==> config.mk <==
export PLATFORM = sky130hd
export DESIGN_NAME = sar_adc_ctrl
export DESIGN_NICKNAME = d
export VERILOG_FILES = /design/src/rtl/sar_adc_pkg.sv /design/src/rtl/sar_adc_seq.sv /design/src/rtl/sar_adc_regs.sv /design/src/rtl/sar_adc_ctrl.sv
export SDC_FILE = /design/constraint.sdc
export NUM_CORES = 1
export LEC_CHECK = 0
export BUFFER_PORTS_ARGS = -buffer_cell sky130_fd_sc_hd__clkbuf_2
export CORE_MARGIN = 2
export CORE_UTILIZATION = 25
export CTS_CLUSTER_SIZE = 10
export DETAILED_ROUTE_END_ITERATION = 8
export MAX_ROUTING_LAYER = met4
export PLACE_DENSITY = 0.41
export SYNTH_ARGS = -nofsm -noshare
export SYNTH_HDL_FRONTEND = slang
export SYNTH_HIERARCHICAL = 1
export SYNTH_SLANG_ARGS = --single-unit
==> constraint.sdc <==
create_clock -name clk -period 3.3 [get_ports clk]
set_input_delay 0.33 -clock clk [delete_from_list [all_inputs] [get_ports clk]]
set_output_delay 0.33 -clock clk [all_outputs]
set_load 0.03 [all_outputs]
==> src/rtl/sar_adc_pkg.sv <==
package sar_adc_pkg;
    typedef enum logic [1:0] {
        PH_IDLE = 2'd0,
        PH_BIT  = 2'd1,
        PH_LOAD = 2'd2
    } phase_t;

    localparam int ADDR_CTRL = 0;
    localparam int ADDR_CHAN = 1;
    localparam int ADDR_RSLT = 2;
endpackage

==> src/rtl/sar_adc_seq.sv <==
module sar_adc_seq
    import sar_adc_pkg::*;
#(
    parameter int DW = 8
) (
    input  logic          clk,
    input  logic          rst_n,
    input  logic          standby,
    input  logic          restart,
    input  logic          run,
    input  logic          cmp_in,
    output logic [DW-1:0] dac_code,
    output logic          load_cycle,
    output logic [DW-1:0] sar
);
    localparam int SW = $clog2(DW);

    typedef struct packed {
        phase_t        ph;
        logic [SW-1:0] idx;
        logic [DW-1:0] acc;
    } seq_t;

    seq_t s_d, s_q;
    logic [DW-1:0] trial;

    always_comb begin
        trial = s_q.acc | (DW'(1) << s_q.idx);
        s_d   = s_q;
        if (standby) begin
            s_d.ph  = PH_IDLE;
            s_d.acc = '0;
        end else if (restart) begin
            s_d.ph  = run ? PH_BIT : PH_IDLE;
            s_d.idx = SW'(DW - 1);
            s_d.acc = '0;
        end else begin
            case (s_q.ph)
                PH_IDLE: begin
                    if (run) begin
                        s_d.ph  = PH_BIT;
                        s_d.idx = SW'(DW - 1);
                        s_d.acc = '0;
                    end
                end
                PH_BIT: begin
                    if (cmp_in) s_d.acc = trial;
                    if (s_q.idx == '0) s_d.ph = PH_LOAD;
                    else               s_d.idx = s_q.idx - SW'(1);
                end
                PH_LOAD: begin
                    s_d.ph  = run ? PH_BIT : PH_IDLE;
                    s_d.idx = SW'(DW - 1);
                    s_d.acc = '0;
                end
                default: s_d.ph = PH_IDLE;
            endcase
        end
    end

    always_ff @(posedge clk) begin
        if (!rst_n) begin
            s_q.ph  <= PH_IDLE;
            s_q.idx <= SW'(DW - 1);
            s_q.acc <= '0;
        end else begin
            s_q <= s_d;
        end
    end

    assign dac_code   = (s_q.ph == PH_BIT)  ? trial :
                        (s_q.ph == PH_LOAD) ? s_q.acc : '0;
    assign load_cycle = (s_q.ph == PH_LOAD);
    assign sar        = s_q.acc;
endmodule

==> src/rtl/sar_adc_regs.sv <==
module sar_adc_regs
    import sar_adc_pkg::*;
#(
    parameter int DW   = 8,
    parameter int AW   = 2,
    parameter int CH_N = 7
) (
    input  logic                    clk,
    input  logic                    rst_n,
    input  logic                    standby,
    input  logic [AW-1:0]           bus_addr,
    input  logic                    bus_wr,
    input  logic                    bus_rd,
    input  logic [DW-1:0]           bus_wdata,
    input  logic                    load_cycle,
    input  logic [DW-1:0]           sar,
    output logic [DW-1:0]           bus_rdata,
    output logic                    irq,
    output logic                    first,
    output logic                    run_next,
    output logic                    restart,
    output logic                    mode_run,
    output logic [$clog2(CH_N)-1:0] chan_sel
);
    localparam int CHW     = $clog2(CH_N);
    localparam int RUN_BIT = DW - 1;

    typedef struct packed {
        logic [DW-1:0]  mode;
        logic [CHW-1:0] sel;
        logic [DW-1:0]  res;
        logic           pend;
        logic [DW-1:0]  pend_val;
        logic [DW-1:0]  rdata;
        logic           irq;
        logic           first;
        logic           armed;
    } regs_t;

    regs_t r_d, r_q;
    logic wr_ctrl, wr_chan, rd_rslt, store_now, commit;

    always_comb begin
        wr_ctrl   = bus_wr && (bus_addr == AW'(ADDR_CTRL));
        wr_chan   = bus_wr && (bus_addr == AW'(ADDR_CHAN));
        rd_rslt   = bus_rd && (bus_addr == AW'(ADDR_RSLT));
        restart   = wr_ctrl || wr_chan;
        run_next  = wr_ctrl ? bus_wdata[RUN_BIT] : r_q.mode[RUN_BIT];
        store_now = load_cycle && !standby && !restart && !rd_rslt;
        commit    = store_now || (r_q.pend && !standby);

        r_d     = r_q;
        r_d.irq = commit;

        if (bus_rd) begin
            if (bus_addr == AW'(ADDR_CTRL))      r_d.rdata = r_q.mode;
            else if (bus_addr == AW'(ADDR_CHAN)) r_d.rdata = DW'(r_q.sel);
            else if (bus_addr == AW'(ADDR_RSLT)) r_d.rdata = r_q.res;
            else                                 r_d.rdata = '0;
        end

        r_d.pend = load_cycle && !standby && !restart && rd_rslt;
        if (r_d.pend) r_d.pend_val = sar;

        if (commit) begin
            r_d.res   = store_now ? sar : r_q.pend_val;
            r_d.first = r_q.armed;
            r_d.armed = 1'b0;
        end
        if (wr_ctrl && bus_wdata[RUN_BIT] && !r_q.mode[RUN_BIT]) r_d.armed = 1'b1;

        if (wr_ctrl) r_d.mode = bus_wdata;
        if (wr_chan && (int'(bus_wdata[CHW-1:0]) < CH_N)) r_d.sel = bus_wdata[CHW-1:0];
    end

    always_ff @(posedge clk) begin
        if (!rst_n) r_q <= '0;
        else        r_q <= r_d;
    end

    assign bus_rdata = r_q.rdata;
    assign irq       = r_q.irq;
    assign first     = r_q.first;
    assign mode_run  = r_q.mode[RUN_BIT];
    assign chan_sel  = r_q.sel;
endmodule

==> src/rtl/sar_adc_ctrl.sv <==
module sar_adc_ctrl
    import sar_adc_pkg::*;
#(
    parameter int DW   = 8,
    parameter int AW   = 2,
    parameter int CH_N = 7
) (
    input  logic                    clk,
    input  logic                    rst_n,
    input  logic                    standby,
    input  logic [AW-1:0]           bus_addr,
    input  logic                    bus_wr,
    input  logic                    bus_rd,
    input  logic [DW-1:0]           bus_wdata,
    output logic [DW-1:0]           bus_rdata,
    input  logic                    cmp_in,
    output logic [DW-1:0]           dac_code,
    output logic [$clog2(CH_N)-1:0] chan_sel,
    output logic                    conv_done_irq,
    output logic                    first_result
);
    logic          load_cycle, run_next, restart, mode_run;
    logic [DW-1:0] sar;

    sar_adc_seq #(.DW(DW)) u_seq (
        .clk       (clk),
        .rst_n     (rst_n),
        .standby   (standby),
        .restart   (restart),
        .run       (run_next),
        .cmp_in    (cmp_in),
        .dac_code  (dac_code),
        .load_cycle(load_cycle),
        .sar       (sar)
    );

    sar_adc_regs #(.DW(DW), .AW(AW), .CH_N(CH_N)) u_regs (
        .clk       (clk),
        .rst_n     (rst_n),
        .standby   (standby),
        .bus_addr  (bus_addr),
        .bus_wr    (bus_wr),
        .bus_rd    (bus_rd),
        .bus_wdata (bus_wdata),
        .load_cycle(load_cycle),
        .sar       (sar),
        .bus_rdata (bus_rdata),
        .irq       (conv_done_irq),
        .first     (first_result),
        .run_next  (run_next),
        .restart   (restart),
        .mode_run  (mode_run),
        .chan_sel  (chan_sel)
    );
endmodule

==> run_results.csv, run 1 <==
group,metric,value,unit
run_status,outcome,"finished, final reports clean",
sta,fin_skew,0.0126,ns
synthesis,syn-cell-area,2640,µm²
cts,ctsHoldBuffers,0,
layout,multi_input_area,1300,µm²
route,vias,2081,
power_and_ir_drop,switching_power,0.287,mW
floorplan,io_pins,37,
cts,cts_buffer_depth,2,
sta,setup_viol,0,
route,totalWireLength,6370,µm
synthesis,synth-adder-area-share,2.37,%
synthesis,synth_seq_cells,52,
synthesis,synth-edff-count,0,
floorplan,core_area,10300,µm²
setup_path,r2r_slack,0.87,ns
sta,setup_ws,0.870,ns
setup_path,crit_type,"flip-flop to flip-flop",
sta,clock.fmax,0.412,GHz
cts,clkTransAtPathRegs,0.11,ns
floorplan,die_width,107,µm
cts,clock_latency,0.30,ns
setup_path,r2r_start,"u_seq/s_q[12]",
sta,finalHoldViolCount,0,
setup_path,crit_required,3.51,ns
floorplan,core.rowCount,37,
layout,final_layout_size_suffix_gt1_share,17.8,%
power_and_ir_drop,power_density,389,nW/µm²
synthesis,synth.distinct_cells,46,
synthesis,synthSimpleGateAreaFrac,17.6,%
synthesis,synthFlopType,"dfxtp_1",
synthesis,avgSynthCellArea,8.85,µm²
global_routing,met2_usage,18.7,%
route,via_per_inst,4.73,
global_routing,grt_max_degree,26,
sta,fin_tns_setup,0,ns
cts,cts_tree,"built",
min_path,hp-class,"input port to flip-flop",
cts,ctsResizeCount,0,
route,route.detailed.drc,0,
cts,numClockSinks,52,
global_routing,busiest_layer,"met2",
power_and_ir_drop,pwr-share-seq,57.9,%
placement,gp_congestion,0.742,
global_routing,grt.overflow.total,0,
placement,post-place-ws,0.871,ns
synthesis,synth.yosys.warnings,6,
power_and_ir_drop,p_int,0.819,mW
synthesis,synth_cells,298,
synthesis,synth_compound_area_share,19.6,%
setup_path,crit_end,"u_regs/r_q[27]",
sta,fin_crit_sh,73.6,%
power_and_ir_drop,power_leakage,1.08,nW
synthesis,syn-num-nets,319,
sta,slew_headroom,50.3,%
layout,finalNetCount,324,
cts,root_buffer,"clkbuf_8",
global_routing,track_usage,12.1,%
layout,final_cell_mix,"dfxtp_1, clkbuf_2, a21oi_1",
route,drt_iter0_markers,63,
route,postRouteAntennaNets,0,
setup_path,crit_arrival,2.64,ns
cts,postCtsSetupRepairBufs,0,
cts,cts.htree.levels,2,
sta,period_needed,2.43,ns
global_routing,antenna_found_initial,0,
setup_path,endpoint_kind,"flip-flop",
synthesis,synthMuxAreaShare,9.54,%
power_and_ir_drop,peakVddDrop,0.177,mV
floorplan,die_y,107,µm
floorplan,start_util,25.7,%
global_routing,grt_pass1_vias,2059,
flow_run,cap_violations,0,
cts,cts_made_buffers,5,
setup_path,cp-start-kind,"flip-flop",
route,drtPass1Iterations,4,
power_and_ir_drop,sw_frac_of_total,26.0,%
global_routing,use_met1,16.1,%
setup_path,crit_path_start,"u_seq/s_q[12]",
setup_path,crit_path_max_fanout,19,
sta,finalMaxSlewViolations,0,
layout,final_common_cell,"dfxtp_1",
sta,rsz0062_at_grt,"no",
layout,final-seq-area,1040,µm²
setup_path,r2r_cells,4,
global_routing,grt_pass1_wl,10600,µm
setup_path,r2r_end,"u_regs/r_q[27]",
synthesis,ys_async_sr_fraction,0,%
sta,tightest_slew,0.741,ns
floorplan,die-area,11400,µm²
power_and_ir_drop,combPwrFrac,8.1,%
synthesis,synth_xor_area_share,0,%
route,wire_per_inst,14.5,µm
synthesis,ys_seq_area_share,39.5,%
layout,synthToLayoutAreaGrowth,7.78,%
layout,num_antenna_cells,0,
placement,dpl.hpwl,4680,µm
placement,port_buffers,36,
layout,fillerInstances,1144,
global_routing,grtUsageMet3,2.49,%
synthesis,synth_top_family_by_area,"compound AO/OA/AOI/OAI gates",
power_and_ir_drop,pwr-share-clk,34.0,%
-- registers in the layout (all words and copies together), names as in the netlist --
register and count:
u_regs/mode_run 1, u_regs/bus_rdata 8, u_regs/r_q 25, u_regs/first 1
u_regs/irq 1, u_seq/sar 8, u_regs/chan_sel 3, u_seq/s_q 5
-- per-stage QoR --
stage                     instances  area [µm²]  hold WS, ns  util [%]  power, mW
after floorplan                 298        2640        0.408         -      0.720
after global placement          432        2750        0.456      26.8      0.746
after detailed placement        432        2750        0.453      26.8      0.745
after CTS                       440        2840        0.244      27.6       1.13
after global routing            440        2840        0.241      27.6       1.17
final                           440        2840        0.254      27.6       1.11
-- worst max-delay path: stages (launching register included) --
cell and delay, ns:
dfxtp_1 0.46, nor2b_1 0.54, nand2b_1 0.48, or3_1 0.61, a211oi_1 0.25
-- power by group through the flow --
| stage | sequential (mW) | clock [mW] | combinational, mW |
|---|---|---|---|
| floorplan | 0.653 | 0 | 0.0664 |
| global placement | 0.655 | 0 | 0.0910 |
| detailed placement | 0.655 | 0 | 0.0900 |
| CTS | 0.641 | 0.397 | 0.0906 |
| global route | 0.642 | 0.426 | 0.0986 |
| finish | 0.641 | 0.376 | 0.0890 |
-- cell type report --
type / count / area share [%]
Clock buffer: 5 / 2.42
Clock inverter: 3 / 0.793
Inverter: 12 / 1.59
Multi-Input combinational cell: 194 / 45.7
Sequential cell: 52 / 36.6
Tap cell: 136 / 5.99
Timing Repair Buffer: 38 / 6.87
-- per-layer routing --
metal | share of wire (%) | vias to the layer above
li1 | - | 1058
met1 | 50 | 977
met2 | 45 | 39
met3 | 4.0 | 7
met4 | 1.1 | 0
met5 | 0 | -
-- worst min-delay path by stage --
| stage | startpoint | endpoint | slack [ns] | depth (start not counted) |
|---|---|---|---|---|
| after CTS | bus_wdata[6] | u_regs/r_q[37] | 0.24 | 3 |
| after global routing | bus_wdata[6] | u_regs/r_q[37] | 0.24 | 3 |
| final | bus_wdata[6] | u_regs/r_q[37] | 0.25 | 3 |
| after global placement | u_regs/first | u_regs/first | 0.46 | 2 |
| after floorplan | standby | u_seq/s_q[11] | 0.41 | 1 |
| after detailed placement | u_regs/first | u_regs/first | 0.45 | 2 |
-- cell usage after synthesis (2+ instances only) --
master	count	area [µm²]
o22ai_1	5	31.3
a2111oi_0	2	17.5
ha_1	5	62.6
inv_1	11	41.3
nand3_1	8	40.0
nand4b_1	2	17.5
a22oi_1	4	30.0
a211oi_1	10	75.1
o21a_1	3	22.5
and2_1	6	37.5
a21oi_1	26	130
nor4_1	8	50.1
buf_4	19	143
dfxtp_1	52	1040
o21ai_0	21	105
mux2i_1	24	240
nand2_1	12	45.0
nand2b_1	6	37.5
nand3b_1	8	60.1
a31oi_1	2	12.5
nor3_1	2	10.0
clkbuf_1	13	48.8
buf_2	3	15.0
nor2b_1	5	31.3
nor2_1	14	52.6
o221a_2	3	33.8
buf_6	4	45.0
o41ai_1	2	17.5
-- kinds of logic (layout without fill, tap and decap cells) --
| logic type | after synthesis | after routing |
|---|---|---|
| AND/OR/NAND/NOR | 81 | 81 |
| flip-flops | 52 | 52 |
| AO/OA/AOI/OAI | 83 | 83 |
| adder cells (fa/ha/maj) | 5 | 5 |
| buffers and inverters | 52 | 58 |
| multiplexers | 25 | 25 |
Note: power is estimated with default switching activity, not from simulation.
==> run 2: changes to the inputs <==
- clock period: 3.3 -> 2.54 ns (I/O delays scaled with it)
==> run 2 against run 1 <==
- worst hold slack got worse by 0.079 ns
- wire length is 0.56% lower
- cell area increased by 0.88%
- highest routed layer unchanged
- cell count rose by 0.68%
- total power up 31%
- count of clock-buffer cells in the layout unchanged
- critical path type is now flip-flop to output port
- register-to-register slack got worse by 0.14 ns
==> run_results.csv, run 2 (synthesized netlist as in run 1, its figures left out) <==
group,metric,value,unit
setup_path,crit_required,2.29,ns
setup_path,slowest_delay,0.36,ns
route,postRouteAntennaNets,0,
floorplan,io_pins,37,
cts,cts_tree,"built",
cts,cts_made_buffers,5,
layout,final_area,2870,µm²
layout,top_register,"u_regs/r_q",
cts,ctsHoldBuffers,0,
global_routing,grt_pass1_vias,1966,
route,vias,2033,
global_routing,track_usage,12.0,%
power_and_ir_drop,peakVddDrop,0.229,mV
floorplan,die_y,107,µm
power_and_ir_drop,power_leakage,1.09,nW
cts,root_buffer,"clkbuf_8",
power_and_ir_drop,pwr-share-seq,57.5,%
power_and_ir_drop,power.total,1.45,mW
sta,finalHoldViolCount,0,
setup_path,r2r_slack,0.73,ns
global_routing,antenna_found_initial,0,
layout,final_layout_size_suffix_gt1_share,18.6,%
route,totalWireLength,6340,µm
global_routing,grt_max_degree,26,
min_path,hp-class,"input port to flip-flop",
sta,fin_tns_setup,0,ns
sta,finalMaxSlewViolations,0,
placement,port_buffers,36,
global_routing,grt_pass1_wl,10600,µm
power_and_ir_drop,power_density,505,nW/µm²
floorplan,start_util,25.7,%
route,wire_per_inst,14.3,µm
setup_path,crit_slowest_cell,"dfxtp_1",
route,via_per_inst,4.59,
layout,final_common_cell,"dfxtp_1",
cts,clock_latency,0.31,ns
floorplan,die_width,107,µm
placement,dpl.hpwl,4590,µm
flow_run,cap_violations,0,
placement,gp_congestion,0.733,
cts,clkTransAtPathRegs,0.11,ns
layout,synthToLayoutAreaGrowth,8.73,%
sta,tightest_slew,0.639,ns
route,drtPass1Iterations,4,
power_and_ir_drop,p_int,1.07,mW
cts,cts_buffer_depth,2,
sta,period_needed,2.07,ns
sta,rsz0062_at_grt,"no",
route,route.detailed.drc,0,
cts,ctsResizeCount,0,
setup_path,crit_arrival,1.81,ns
setup_path,crit_path_max_fanout,5,
global_routing,grt.overflow.total,0,
cts,postCtsSetupRepairBufs,0,
layout,final_cell_mix,"dfxtp_1, clkbuf_2, a21oi_1",
setup_path,crit_type,"flip-flop to output port",
floorplan,core_area,10300,µm²
run_status,outcome,"finished, final reports clean",
power_and_ir_drop,combPwrFrac,8.1,%
power_and_ir_drop,switching_power,0.380,mW
layout,num_antenna_cells,0,
floorplan,core.rowCount,37,
power_and_ir_drop,sw_frac_of_total,26.2,%
layout,largest_reg_flops,25,
sta,slew_headroom,57.3,%
sta,fin_crit_sh,81.4,%
cts,numClockSinks,52,
setup_path,endpoint_kind,"output port",
sta,fin_skew,0.0170,ns
sta,clock.fmax,0.484,GHz
layout,finalNetCount,327,
route,drt_iter0_markers,93,
floorplan,die-area,11400,µm²
setup_path,cp_cell_sequence,"inv_1 -> ha_1 -> nor2b_1 -> o21ai_0 -> nand2_1 -> clkbuf_2",
sta,setup_viol,0,
cts,cts.htree.levels,2,
setup_path,cp-start-kind,"flip-flop",
power_and_ir_drop,pwr-share-clk,34.4,%
placement,placed_cell_area,2770,µm²
-- run 2: path summary, 6_finish.rpt --
check / startpoint / end / cells past startpoint
max: u_seq/s_q[8] / dac_code[0] / 6
min: bus_wdata[6] / u_regs/r_q[37] / 3
max reg2reg: u_seq/s_q[12] / u_regs/r_q[17] / 5
min reg2reg: u_regs/first / u_regs/first / 2
-- run 2: per-layer routing --
| layer | vias up | track usage (%) | part of all wire (%) |
|---|---|---|---|
| met4 | 0 | 3.06 | 0.58 |
| met1 | 928 | 16.2 | 51 |
| met5 | - | - | 0 |
| met2 | 36 | 18.7 | 45 |
| met3 | 2 | 2.13 | 3.1 |
| li1 | 1067 | - | - |
-- run 2: worst max-delay path: cells and delay by family (launching register included) --
| family | cells | cell delay [ns] |
|---|---|---|
| AND/OR/NAND/NOR | 2 | 0.41 |
| flip-flops | 1 | 0.36 |
| buffers and inverters | 2 | 0.34 |
| adder cells (fa/ha/maj) | 1 | 0.28 |
| AO/OA/AOI/OAI | 1 | 0.12 |
-- run 2: layout make-up --
type / instances / area (µm²)
Inverter: 12 / 45.0
Tap cell: 136 / 170
Multi-Input combinational cell: 194 / 1300
Fill cell: 1147 / 7410
Sequential cell: 52 / 1040
Timing Repair Buffer: 41 / 218
Clock inverter: 3 / 25.0
Clock buffer: 5 / 68.8
-- run 2: power by group through the flow --
stage | clock network [mW] | registers (mW) | logic (mW)
2_1_floorplan | 0 | 0.849 | 0.0863
3_3_place_gp | 0 | 0.852 | 0.119
3_5_place_dp | 0 | 0.852 | 0.119
4_1_cts | 0.532 | 0.833 | 0.119
5_1_grt | 0.553 | 0.835 | 0.129
6_report | 0.497 | 0.833 | 0.117
-- run 2: metrics by stage --
| stage | instances | utilization, % | setup WS (ns) | hold slack [ns] |
|---|---|---|---|---|
| 3_3_place_gp | 435 | 27.0 | 0.549 | 0.454 |
| 6_report | 443 | 27.9 | 0.472 | 0.175 |
| 5_1_grt | 443 | 27.9 | 0.299 | 0.175 |
| 2_1_floorplan | 298 | - | 0.581 | 0.332 |
| 3_5_place_dp | 435 | 27.0 | 0.498 | 0.450 |
| 4_1_cts | 443 | 27.9 | 0.445 | 0.162 |
